`config.mk`:
```
export PLATFORM = sky130hd
export DESIGN_NAME = dbg_entry_ctrl
export DESIGN_NICKNAME = d
export VERILOG_FILES = /design/src/rtl/dbg_entry_pkg.sv /design/src/rtl/dbg_ctl_reg.sv /design/src/rtl/dbg_req_merge.sv /design/src/rtl/dbg_halt_fsm.sv /design/src/rtl/dbg_entry_ctrl.sv
export SDC_FILE = /design/constraint.sdc
export NUM_CORES = 1
export LEC_CHECK = 0
export BUFFER_PORTS_ARGS = -buffer_cell sky130_fd_sc_hd__buf_4
export CAP_MARGIN = 20
export CORE_AREA = 2 2 39 41
export CTS_CLUSTER_DIAMETER = 120
export DETAILED_ROUTE_END_ITERATION = 6
export DIE_AREA = 0 0 41 43
export PLACE_DENSITY = 0.54
export SLEW_MARGIN = 25
export SYNTH_ARGS = -nofsm -noshare
export SYNTH_HDL_FRONTEND = slang
export SYNTH_SLANG_ARGS = --single-unit
```
`constraint.sdc`:
```
create_clock -name clk_i -period 1 [get_ports clk_i]
set_input_delay 0.1 -clock clk_i [delete_from_list [all_inputs] [get_ports clk_i]]
set_output_delay 0.1 -clock clk_i [all_outputs]
set_load 0.1 [all_outputs]
```
`src/rtl/dbg_entry_pkg.sv`:
```
package dbg_entry_pkg;
  localparam int CTL_W    = 3;
  localparam int BIT_REQ  = 0;
  localparam int BIT_FBK  = 1;
  localparam int BIT_WAKE = 2;

  typedef enum logic {ST_RUN = 1'b0, ST_HALT = 1'b1} dbg_st_e;
endpackage

```
`src/rtl/dbg_ctl_reg.sv`:
```
module dbg_ctl_reg #(
  parameter int W = dbg_entry_pkg::CTL_W
) (
  input  logic         clk_i,
  input  logic         rst_ni,
  input  logic         we_i,
  input  logic [W-1:0] wdata_i,
  output logic [W-1:0] ctl_o
);
  logic [W-1:0] ctl_q;

  always_ff @(posedge clk_i or negedge rst_ni) begin
    if (!rst_ni)   ctl_q <= '0;
    else if (we_i) ctl_q <= wdata_i;
  end

  assign ctl_o = ctl_q;
endmodule

```
`src/rtl/dbg_req_merge.sv`:
```
module dbg_req_merge (
  input  logic clk_i,
  input  logic rst_ni,
  input  logic hw_req_i,
  input  logic req_bit_i,
  input  logic fbk_bit_i,
  input  logic edm_en_i,
  input  logic bkpt_dec_i,
  input  logic halted_i,
  output logic req_any_o
);
  logic req_now;
  logic pend_q;

  // breakpoint needs both force bit and external enable
  assign req_now = hw_req_i | req_bit_i | (fbk_bit_i & edm_en_i & bkpt_dec_i);

  always_ff @(posedge clk_i or negedge rst_ni) begin
    if (!rst_ni)       pend_q <= 1'b0;
    else if (halted_i) pend_q <= 1'b0;
    else               pend_q <= pend_q | req_now;
  end

  assign req_any_o = pend_q | req_now;

  p_pend_clear_r6: assert property (@(posedge clk_i) disable iff (!rst_ni)
    halted_i |=> !pend_q);
endmodule

```
`src/rtl/dbg_halt_fsm.sv`:
```
module dbg_halt_fsm
  import dbg_entry_pkg::*;
(
  input  logic clk_i,
  input  logic rst_ni,
  input  logic insn_bnd_i,
  input  logic req_any_i,
  input  logic exit_cmd_i,
  input  logic scr_upd_i,
  output logic halted_o
);
  dbg_st_e st_q, st_d;
  logic    upd_q, upd_d;
  logic    exit_ok;

  assign exit_ok = (st_q == ST_HALT) && exit_cmd_i && upd_q;

  always_comb begin
    st_d  = st_q;
    upd_d = upd_q;
    unique case (st_q)
      ST_RUN:  if (insn_bnd_i && req_any_i) st_d = ST_HALT;
      ST_HALT: begin
        if (exit_ok) begin
          st_d  = ST_RUN;
          upd_d = 1'b0;
        end else if (scr_upd_i) begin
          upd_d = 1'b1;
        end
      end
      default: st_d = ST_RUN;
    endcase
  end

  always_ff @(posedge clk_i or negedge rst_ni) begin
    if (!rst_ni) begin
      st_q  <= ST_RUN;
      upd_q <= 1'b0;
    end else begin
      st_q  <= st_d;
      upd_q <= upd_d;
    end
  end

  assign halted_o = (st_q == ST_HALT);

  p_entry_at_bnd_r2: assert property (@(posedge clk_i) disable iff (!rst_ni)
    $rose(halted_o) |-> $past(insn_bnd_i && req_any_i));
  p_exit_after_upd_r10: assert property (@(posedge clk_i) disable iff (!rst_ni)
    $fell(halted_o) |-> $past(upd_q && exit_cmd_i));
  p_upd_in_halt_r10: assert property (@(posedge clk_i) disable iff (!rst_ni)
    upd_q |-> halted_o);
endmodule

```
`src/rtl/dbg_entry_ctrl.sv`:
```
module dbg_entry_ctrl
  import dbg_entry_pkg::*;
(
  input  logic             clk_i,
  input  logic             rst_ni,
  input  logic             ctl_we_i,
  input  logic [CTL_W-1:0] ctl_wdata_i,
  input  logic             edm_en_i,
  input  logic             hw_req_i,
  input  logic             insn_bnd_i,
  input  logic             bkpt_dec_i,
  input  logic             exit_cmd_i,
  input  logic             scr_acc_i,
  input  logic             scr_upd_i,
  input  logic             clk_stopped_i,
  input  logic             reg_wr_i,
  output logic             halt_o,
  output logic             wakeup_o,
  output logic             dbg_status_o,
  output logic             scr_grant_o,
  output logic             reg_wr_ok_o,
  output logic             reg_wr_err_o
);
  logic [CTL_W-1:0] ctl;
  logic             req_any;
  logic             halted;
  logic             wr_block;

  dbg_ctl_reg #(.W(CTL_W)) u_ctl (
    .clk_i   (clk_i),
    .rst_ni  (rst_ni),
    .we_i    (ctl_we_i),
    .wdata_i (ctl_wdata_i),
    .ctl_o   (ctl)
  );

  dbg_req_merge u_merge (
    .clk_i      (clk_i),
    .rst_ni     (rst_ni),
    .hw_req_i   (hw_req_i),
    .req_bit_i  (ctl[BIT_REQ]),
    .fbk_bit_i  (ctl[BIT_FBK]),
    .edm_en_i   (edm_en_i),
    .bkpt_dec_i (bkpt_dec_i),
    .halted_i   (halted),
    .req_any_o  (req_any)
  );

  dbg_halt_fsm u_fsm (
    .clk_i      (clk_i),
    .rst_ni     (rst_ni),
    .insn_bnd_i (insn_bnd_i),
    .req_any_i  (req_any),
    .exit_cmd_i (exit_cmd_i),
    .scr_upd_i  (scr_upd_i),
    .halted_o   (halted)
  );

  assign halt_o       = halted;
  assign dbg_status_o = halted;
  assign wakeup_o     = ctl[BIT_WAKE];
  assign scr_grant_o  = scr_acc_i & halted;

  // stopped clock with no wakeup: non-control writes refused
  assign wr_block     = clk_stopped_i & ~ctl[BIT_WAKE];
  assign reg_wr_ok_o  = reg_wr_i & ~wr_block;
  assign reg_wr_err_o = reg_wr_i & wr_block;

  p_wake_write_r7: assert property (@(posedge clk_i) disable iff (!rst_ni)
    ctl_we_i |=> (wakeup_o == $past(ctl_wdata_i[BIT_WAKE])));
  p_err_gate_r11: assert property (@(posedge clk_i) disable iff (!rst_ni)
    reg_wr_err_o |-> (clk_stopped_i && !wakeup_o && !reg_wr_ok_o));
  p_grant_halted_r9: assert property (@(posedge clk_i) disable iff (!rst_ni)
    scr_grant_o |-> dbg_status_o);
endmodule

```
==> results.py, run 1 <==
metrics = {
    "floorplanning": {
        "die_w_um": 41,
        "dieHeight_um": 43,
        "start_util": 0.202,
        "placementRows": 14,
        "core-area_um2": 1380,
        "ioPinCount": 21,
        "dieArea_um2": 1760,
    },
    "status": {
        "outcome": "finished with violations",
        "failed_checks": "setup timing",
    },
    "critical_path": {
        "crit_chain": "inv_4 -> and3_4 -> buf_12",
        "critPathArrivalTime_ps": 1140,
        "startpoint": "u_ctl.ctl_o[2]$_DFFE_PN0P_",
        "path_delay_family": "flip-flops",
        "crit_path_max_incr_delay_ps": 480,
        "reg2regPathDepth": 4,
        "setup.worst_path.start_class": "flop",
        "endpoint": "reg_wr_err_o",
        "crit_buf_inv": 2,
        "slowest_stage": "dfrtp_4",
        "crit_fanout": 3,
        "cp-end-kind": "output pin",
        "crit_cells": 3,
        "worstReg2RegStart": "u_fsm.halted_o$_DFF_PN0_",
        "rr_endpoint": "u_fsm.halted_o$_DFF_PN0_",
        "critical_path_class": "reg2out",
        "required_ps": 900,
        "reg2reg_slack_ps": -70,
    },
    "sta": {
        "fmax_ghz": 0.809,
        "holdWs_ps": 66.9,
        "setup_slack_ps": -237,
        "drv_slew": 0,
        "timing.final.crit_share": 1.24,
        "fin_worst_skew_ps": 1.06,
        "relSlewSlack": 0.851,
        "final.min_clock_period_ps": 1240,
        "setup_viol": 8,
        "finalHoldViolCount": 0,
        "worstMarginPinSlew_ps": 221,
        "rsz0062_at_grt": "yes",
    },
    "clock_tree": {
        "path_clk_slew_ps": 40,
        "root_buffer": "clkbuf_4",
        "htreeDepth": 1,
        "clk_latency_ps": 240,
        "cts_buffers": 3,
        "cts_tree": "yes",
        "cts.sinks": 6,
        "cts_buffer_depth": 2,
    },
    "detailed_routing": {
        "drt_iter0_drc": 4,
        "viasPerCell": 3.98,
        "routed_wl_um": 672,
        "dr.pass1.iters": 2,
        "routedWlPerCell_um": 10.2,
        "drc": 0,
        "detailroute.via_count": 263,
        "postRouteAntennaNets": 0,
    },
    "logic_synthesis": {
        "ys_ff_latch": 6,
        "synth_top_family_by_area": "simple AND/OR/NAND/NOR gates",
        "syn_inst": 24,
        "synthMuxAreaShare": 0.0807,
        "yosys.area_share.xor_xnor": 0,
        "synth_compound_area_frac": 0.103,
        "synth_cell_types": 16,
        "netlist_area_um2": 279,
        "synth_fa_ha_area_frac": 0,
        "synthTopCellsByArea": "dfrtp_1, mux2_1, nor4_4",
        "ys_seq_area_frac": 0.538,
        "yosysTopAreaCell": "dfrtp_1",
        "yosysWarnings": 0,
        "syn_nets": 39,
        "yosys.area_share.simple": 0.238,
        "yosysTopAreaCellShare": 0.538,
        "syn_area_per_cell_um2": 11.6,
    },
    "placed_design": {
        "post-place-ws_ps": -74.9,
        "port-buffer-count": 20,
        "gp_congestion": 0.682,
        "dp_hpwl_um": 509,
        "placed_cells": 60,
    },
    "layout": {
        "finalNonFillerCells": 66,
        "fin_nets": 67,
        "n_antenna_cell": 0,
        "final_common_cell": "buf_4",
        "area_growth_pct": 122,
        "final_cell_mix": "buf_4, buf_12, dfrtp_1",
        "layout-drive-gt1-share": 0.720,
    },
    "grt": {
        "grt.total_usage": 0.0918,
        "grt_pass1_vias": 235,
        "grt_pass1_wl_mm": 1.05,
        "antenna_found_initial": 0,
        "grt_overflow": 0,
        "grt_max_degree": 7,
    },
    "power_and_ir_drop": {
        "p_per_area_nw_per_um2": 2750,
        "irDropWorstVdd_v": 0.00119,
        "total_power_uw": 1700,
        "p_leak_uw": 0.000284,
    },
    "flow_run": {
        "maxCapViolCount": 0,
    },
    "hold_path": {
        "hp-class": "in2reg",
        "hold_path_depth": 2,
    },
}
## cells by family after synthesis
| logic type | count (synthesis) |
|---|---|
| simple gates | 9 |
| flops | 6 |
| compound gates | 5 |
| mux | 2 |
| buf+inv | 2 |
## cell type report
class | instances | area (um^2)
Clock buffer | 3 | 22.5
Sequential cell | 6 | 158
Fill cell | 135 | 764
Multi-Input combinational cell | 16 | 148
Inverter | 1 | 6.26
Timing Repair Buffer | 24 | 265
Tap cell | 16 | 20.0
## layer usage
layer | vias to the layer above | wire length, um | GRT usage | part of all wire
met4 | 0 | 0 | 0.0400 | 0
met3 | 0 | 39 | 0.0471 | 0.058
met1 | 121 | 285 | 0.114 | 0.42
met5 | - | 0 | 0 | 0
li1 | 137 | - | - | -
met2 | 5 | 347 | 0.128 | 0.52
## how the worst min path moves through the flow
stage | start | end | slack (ps)
2_1_floorplan | rst_ni | u_ctl.ctl_o[0]$_DFFE_PN0P_ | -200
3_3_place_gp | rst_ni | u_fsm.upd_q$_DFFE_PN0P_ | -90
3_5_place_dp | rst_ni | u_fsm.upd_q$_DFFE_PN0P_ | -90
4_1_cts | exit_cmd_i | u_fsm.upd_q$_DFFE_PN0P_ | 60
5_1_grt | exit_cmd_i | u_fsm.upd_q$_DFFE_PN0P_ | 60
6_report | exit_cmd_i | u_fsm.upd_q$_DFFE_PN0P_ | 70
## synth_stat cells
master,number
mux2_1,2
and3_4,1
nor4_4,1
inv_1,1
o21ai_1,1
nor2_1,1
and3_1,1
and2_1,1
o21ai_0,1
a31oi_1,1
dfrtp_1,6
a21boi_0,1
a21oi_1,1
buf_4,1
nand2b_1,1
nand2_1,3
## report_power, final
part / internal, uW / switching (uW)
logic: 457 / 616
registers: 334 / 79.1
clock network: 135 / 80.5
## stage by stage
stage	util	instance area (um^2)	setup TNS [ps]
after global placement	0.343	474	-65.9
final	0.448	619	-878
after global routing	0.448	619	-1130
after CTS	0.442	612	-919
after floorplan	-	312	-794
after detailed placement	0.343	474	-74.9
## what timing repair did
action / 4_1_cts / 5_1_grt
hold buffers: 1 / 0
endpoints found under the hold margin: 6 / 0
gates resized for setup: 22 / 1
endpoints found under the setup margin: 6 / 8
setup buffers: 2 / 0
pin swaps: 3 / 1
## state kept, by name (all words and copies together), names as in the netlist
register,count
u_merge.pend_q,1
u_fsm.upd_q,1
u_fsm.halted_o,1
u_ctl.ctl_o,3
(Power assumes the default switching activity.)
==> run 2: changes to the inputs <==
--- a/config.mk
+++ b/config.mk
@@ -11,7 +11,6 @@
 export CTS_CLUSTER_DIAMETER = 120
 export DETAILED_ROUTE_END_ITERATION = 6
 export DIE_AREA = 0 0 41 43
-export PLACE_DENSITY = 0.54
 export SLEW_MARGIN = 25
 export SYNTH_ARGS = -nofsm -noshare
 export SYNTH_HDL_FRONTEND = slang
==> run 2 against run 1 <==
The flow still finishes with violations (setup timing). Largest power group unchanged. Highest routed layer unchanged. Worst hold slack worse by 6.7 ps. Utilization is 4.6 points higher. Sequential share of layout area decreased by 2.4 points.
==> results.py, run 2 (same netlist as run 1, synthesis figures left out) <==
metrics = {
    "critical_path": {
        "rr_endpoint": "u_fsm.halted_o$_DFF_PN0_",
        "critical_path_class": "reg2out",
        "crit_fanout": 3,
        "setup.worst_path.start_class": "flop",
        "startpoint": "u_ctl.ctl_o[2]$_DFFE_PN0P_",
        "worstReg2RegStart": "u_fsm.halted_o$_DFF_PN0_",
        "reg2regPathDepth": 4,
        "required_ps": 900,
        "critPathArrivalTime_ps": 1150,
        "cp-end-kind": "output pin",
        "endpoint": "reg_wr_err_o",
        "reg2reg_slack_ps": -90,
    },
    "grt": {
        "grt_max_degree": 7,
        "antenna_found_initial": 0,
        "grt_overflow": 0,
        "grt_pass1_vias": 307,
        "grt.total_usage": 0.109,
        "grt_pass1_wl_mm": 1.24,
    },
    "detailed_routing": {
        "dr.pass1.iters": 2,
        "drt_iter0_drc": 3,
        "routed_wl_um": 798,
        "drc": 0,
        "detailroute.via_count": 294,
        "postRouteAntennaNets": 0,
        "routedWlPerCell_um": 11.4,
        "viasPerCell": 4.20,
    },
    "sta": {
        "relSlewSlack": 0.842,
        "setup_tns_ps": -925,
        "drv_slew": 0,
        "timing.final.crit_share": 1.25,
        "worstMarginPinSlew_ps": 235,
        "setup_slack_ps": -247,
        "fmax_ghz": 0.802,
        "finalHoldViolCount": 0,
        "setup_viol": 7,
        "fin_worst_skew_ps": 1.96,
        "final.min_clock_period_ps": 1250,
        "rsz0062_at_grt": "yes",
    },
    "layout": {
        "fin_nets": 71,
        "largest_reg_flops": 3,
        "finalNonFillerCells": 70,
        "layout-drive-gt1-share": 0.796,
        "area_growth_pct": 145,
        "final_common_cell": "buf_4",
        "fill_cells": 128,
        "final_util": 0.494,
        "final_cell_mix": "buf_4, buf_12, buf_6",
        "n_antenna_cell": 0,
    },
    "floorplanning": {
        "start_util": 0.202,
        "ioPinCount": 21,
        "dieHeight_um": 43,
        "die_w_um": 41,
        "placementRows": 14,
        "dieArea_um2": 1760,
        "core-area_um2": 1380,
    },
    "clock_tree": {
        "htreeDepth": 1,
        "cts_buffer_depth": 2,
        "clk_latency_ps": 240,
        "root_buffer": "clkbuf_4",
        "cts.sinks": 6,
        "cts_tree": "yes",
        "cts_buffers": 3,
        "path_clk_slew_ps": 40,
    },
    "power_and_ir_drop": {
        "p_per_area_nw_per_um2": 2660,
        "irDropWorstVdd_v": 0.00112,
        "total_power_uw": 1820,
        "p_leak_uw": 0.000311,
    },
    "placed_design": {
        "gp_congestion": 0.559,
        "post-place-ws_ps": -76.1,
        "port-buffer-count": 20,
        "placed_cells": 61,
    },
    "status": {
        "failed_checks": "setup timing",
        "outcome": "finished with violations",
    },
    "flow_run": {
        "maxCapViolCount": 0,
    },
    "hold_path": {
        "hp-class": "in2reg",
    },
}
==> run 2: metrics by stage <==
step           hold slack (ps)  instance area (um^2)
4_1_cts                   55.3                   616
3_5_place_dp             -87.1                   482
5_1_grt                   60.2                   683
2_1_floorplan             -196                   312
3_3_place_gp             -88.1                   482
6_report                  60.2                   683
==> run 2: metal layers <==
layer,track usage,vias to the layer above,part of all wire
li1,-,145,-
met1,0.115,133,0.33
met2,0.159,16,0.53
met3,0.0838,0,0.14
met4,0.0400,0,0
met5,0,-,0
==> run 2: power by group <==
group / switching, uW / leakage [uW] / total, uW / internal [uW]
clock: 79.8 / 0.0000138 / 215 / 135
combinational: 652 / 0.000229 / 1160 / 510
sequential: 107 / 0.0000683 / 442 / 335
total: 839 / 0.000311 / 1820 / 980
==> run 2: critical path: stages (launching register included) <==
cell and delay, ps:
dfrtp_4 480, inv_4 80, and3_4 180, buf_12 170
==> run 2: cell type report <==
type                    instances  area, um^2  share of cell area
clock buffers                   3        22.5              0.0330
inverters                       1        6.26             0.00916
multi-input cells              16         170               0.249
flip-flops and latches          6         158               0.231
well taps                      16        20.0              0.0293
repair buffers                 28         307               0.449
==> run 2: what timing repair did <==
action	in CTS	in global routing
hold buffers	1	0
pin swaps	2	2
buffers inserted	3	2
resized for setup	19	12
hold endpoints to repair	6	0
setup endpoints to repair	6	8
gates cloned	0	0
==> run 2: how the worst min path moves through the flow <==
stage | end | slack [ps] | start | depth (start not counted)
after CTS | u_fsm.upd_q$_DFFE_PN0P_ | 60 | exit_cmd_i | 2
after global routing | u_ctl.ctl_o[2]$_DFFE_PN0P_ | 60 | ctl_we_i | 2
after floorplan | u_ctl.ctl_o[0]$_DFFE_PN0P_ | -200 | rst_ni | 0
final | u_ctl.ctl_o[2]$_DFFE_PN0P_ | 60 | ctl_we_i | 2
after detailed placement | u_fsm.upd_q$_DFFE_PN0P_ | -90 | rst_ni | 1
after global placement | u_fsm.halted_o$_DFF_PN0_ | -90 | rst_ni | 1
==> run 3: changes to the inputs <==
--- a/config.mk
+++ b/config.mk
@@ -6,11 +6,11 @@
 export NUM_CORES = 1
 export LEC_CHECK = 0
 export BUFFER_PORTS_ARGS = -buffer_cell sky130_fd_sc_hd__buf_4
-export CAP_MARGIN = 20
 export CORE_AREA = 2 2 39 41
 export CTS_CLUSTER_DIAMETER = 120
 export DETAILED_ROUTE_END_ITERATION = 6
 export DIE_AREA = 0 0 41 43
+export REMOVE_ABC_BUFFERS = 1
 export SLEW_MARGIN = 25
 export SYNTH_ARGS = -nofsm -noshare
 export SYNTH_HDL_FRONTEND = slang
==> run 3 against run 2 <==
The flow still finishes with violations (setup timing). Fmax up 6.9%. Global-route usage down 1.7 points. Worst hold slack about the same. Sequential share of layout area up 3.9 points. Worst setup slack better by 80 ps. Wire length down 8.9%. Sequential power down 8.4%. Combinational power down 20%. Register-to-register slack better by 160 ps. Final cell count down 7.1%. Clock skew up 0.73 ps.
==> results.py, run 3 (same netlist as run 1, synthesis figures left out) <==
metrics = {
    "placed_design": {
        "port-buffer-count": 20,
        "gp_congestion": 0.575,
        "post-place-ws_ps": 30.9,
        "placed_cell_area_um2": 449,
        "placed_cells": 60,
    },
    "floorplanning": {
        "die_w_um": 41,
        "placementRows": 14,
        "dieHeight_um": 43,
        "dieArea_um2": 1760,
        "start_util": 0.202,
        "core-area_um2": 1380,
        "ioPinCount": 21,
    },
    "power_and_ir_drop": {
        "p_sw_uw": 760,
        "combPwrFrac": 0.597,
        "power.share.sequential": 0.260,
        "p_leak_uw": 0.000259,
        "p_clk_frac": 0.143,
        "p_per_area_nw_per_um2": 2770,
        "p_int_uw": 798,
        "irDropWorstVdd_v": 0.000847,
        "switching_share": 0.488,
    },
    "detailed_routing": {
        "drt_iter0_drc": 13,
        "dr.pass1.iters": 3,
        "detailroute.via_count": 267,
        "drc": 0,
        "routed_wl_um": 727,
        "viasPerCell": 4.11,
        "postRouteAntennaNets": 0,
        "routedWlPerCell_um": 11.2,
    },
    "hold_path": {
        "hp-class": "in2reg",
    },
    "sta": {
        "final.min_clock_period_ps": 1170,
        "fmax_ghz": 0.857,
        "fin_worst_skew_ps": 2.69,
        "drv_slew": 0,
        "relSlewSlack": 0.815,
        "rsz0062_at_grt": "yes",
        "setup_tns_ps": -436,
        "setup_slack_ps": -167,
        "finalHoldViolCount": 0,
        "setup_viol": 4,
        "worstMarginPinSlew_ps": 280,
        "timing.final.crit_share": 1.17,
    },
    "layout": {
        "n_antenna_cell": 0,
        "final_common_cell": "buf_4",
        "final_util": 0.406,
        "stdcell_area_um2": 562,
        "final_cell_mix": "buf_4, dfrtp_1, nand2_1, clkbuf_4, buf_12",
        "area_growth_pct": 101,
        "finalNonFillerCells": 65,
        "layout-drive-gt1-share": 0.673,
        "fin_nets": 66,
        "largest_reg_flops": 3,
    },
    "grt": {
        "grt_overflow": 0,
        "grt_pass1_wl_mm": 1.01,
        "grt_pass1_vias": 248,
        "antenna_found_initial": 0,
        "grt.total_usage": 0.0918,
        "grt_max_degree": 7,
    },
    "critical_path": {
        "crit_fanout": 3,
        "crit_path_max_incr_delay_ps": 390,
        "setup.worst_path.start_class": "flop",
        "crit_buf_inv": 2,
        "critPathArrivalTime_ps": 1070,
        "crit_chain": "inv_2 -> and3_4 -> buf_12",
        "slowest_stage": "dfrtp_1",
        "critical_path_class": "reg2out",
        "cp-end-kind": "output pin",
        "path_delay_family": "flip-flops",
        "required_ps": 900,
    },
    "clock_tree": {
        "cts_tree": "yes",
        "root_buffer": "clkbuf_4",
        "cts_buffers": 3,
        "htreeDepth": 1,
        "clk_latency_ps": 240,
        "cts.sinks": 6,
        "path_clk_slew_ps": 50,
        "cts_buffer_depth": 2,
    },
    "flow_run": {
        "maxCapViolCount": 0,
    },
    "status": {
        "failed_checks": "setup timing",
        "outcome": "finished with violations",
    },
}
==> run 3: changes by cell type in the layout (fill, tap and decap cells not counted), moves of 2 or more <==
cell     delta
buf_8       +2
o21ai_2     -2
buf_6       -4
buf_12      -3
dfrtp_4     -2
==> run 3: power groups by stage <==
stage	clock, uW	combinational, uW	sequential (uW)
after global routing	248	965	412
after detailed placement	0	770	384
final	222	931	405
after floorplan	0	191	608
after global placement	0	772	375
after CTS	233	920	395
==> run 3: per-stage QoR <==
step,total power [uW],hold WS [ps]
6_report,1560,60.5
3_3_place_gp,1150,-87.6
4_1_cts,1550,47.7
5_1_grt,1630,48.4
2_1_floorplan,799,-196
3_5_place_dp,1150,-88.7
==> run 3: layout make-up <==
class | count | area (um^2)
Clock buffer | 3 | 22.5
Fill cell | 128 | 822
Inverter | 1 | 3.75
Multi-Input combinational cell | 16 | 133
Sequential cell | 6 | 151
Tap cell | 16 | 20.0
Timing Repair Buffer | 23 | 231
==> run 3: worst paths after layout <==
kind | to | slack, ps | depth (start not counted) | startpoint
max | reg_wr_err_o | -170 | 3 | u_ctl.ctl_o[2]$_DFFE_PN0P_
max reg2reg | u_fsm.halted_o$_DFF_PN0_ | 70 | 3 | u_fsm.halted_o$_DFF_PN0_
min | u_fsm.upd_q$_DFFE_PN0P_ | 60 | 2 | exit_cmd_i
min in group asynchronous | u_merge.pend_q$_DFF_PN0_ | 200 | 2 | rst_ni
min reg2reg | u_ctl.ctl_o[1]$_DFFE_PN0P_ | 490 | 1 | u_ctl.ctl_o[1]$_DFFE_PN0P_
max in group asynchronous | u_fsm.halted_o$_DFF_PN0_ | 680 | 2 | rst_ni
==> run 3: layer usage <==
layer  vias to the layer above  global-route usage  share of wire
li1                        134                   -              -
met1                       124              0.0850           0.31
met2                         9               0.156           0.62
met3                         0              0.0157          0.065
met4                         0              0.0800              0
met5                         -                   0              0
==> run 3: repair_timing <==
action / CTS / global route
gates resized for setup: 17 / 4
hold buffers: 1 / 0
gates cloned: 0 / 0
endpoints found under the setup margin: 6 / 8
pin swaps: 1 / 2
setup buffers: 1 / 1
hold endpoints to repair: 6 / 0
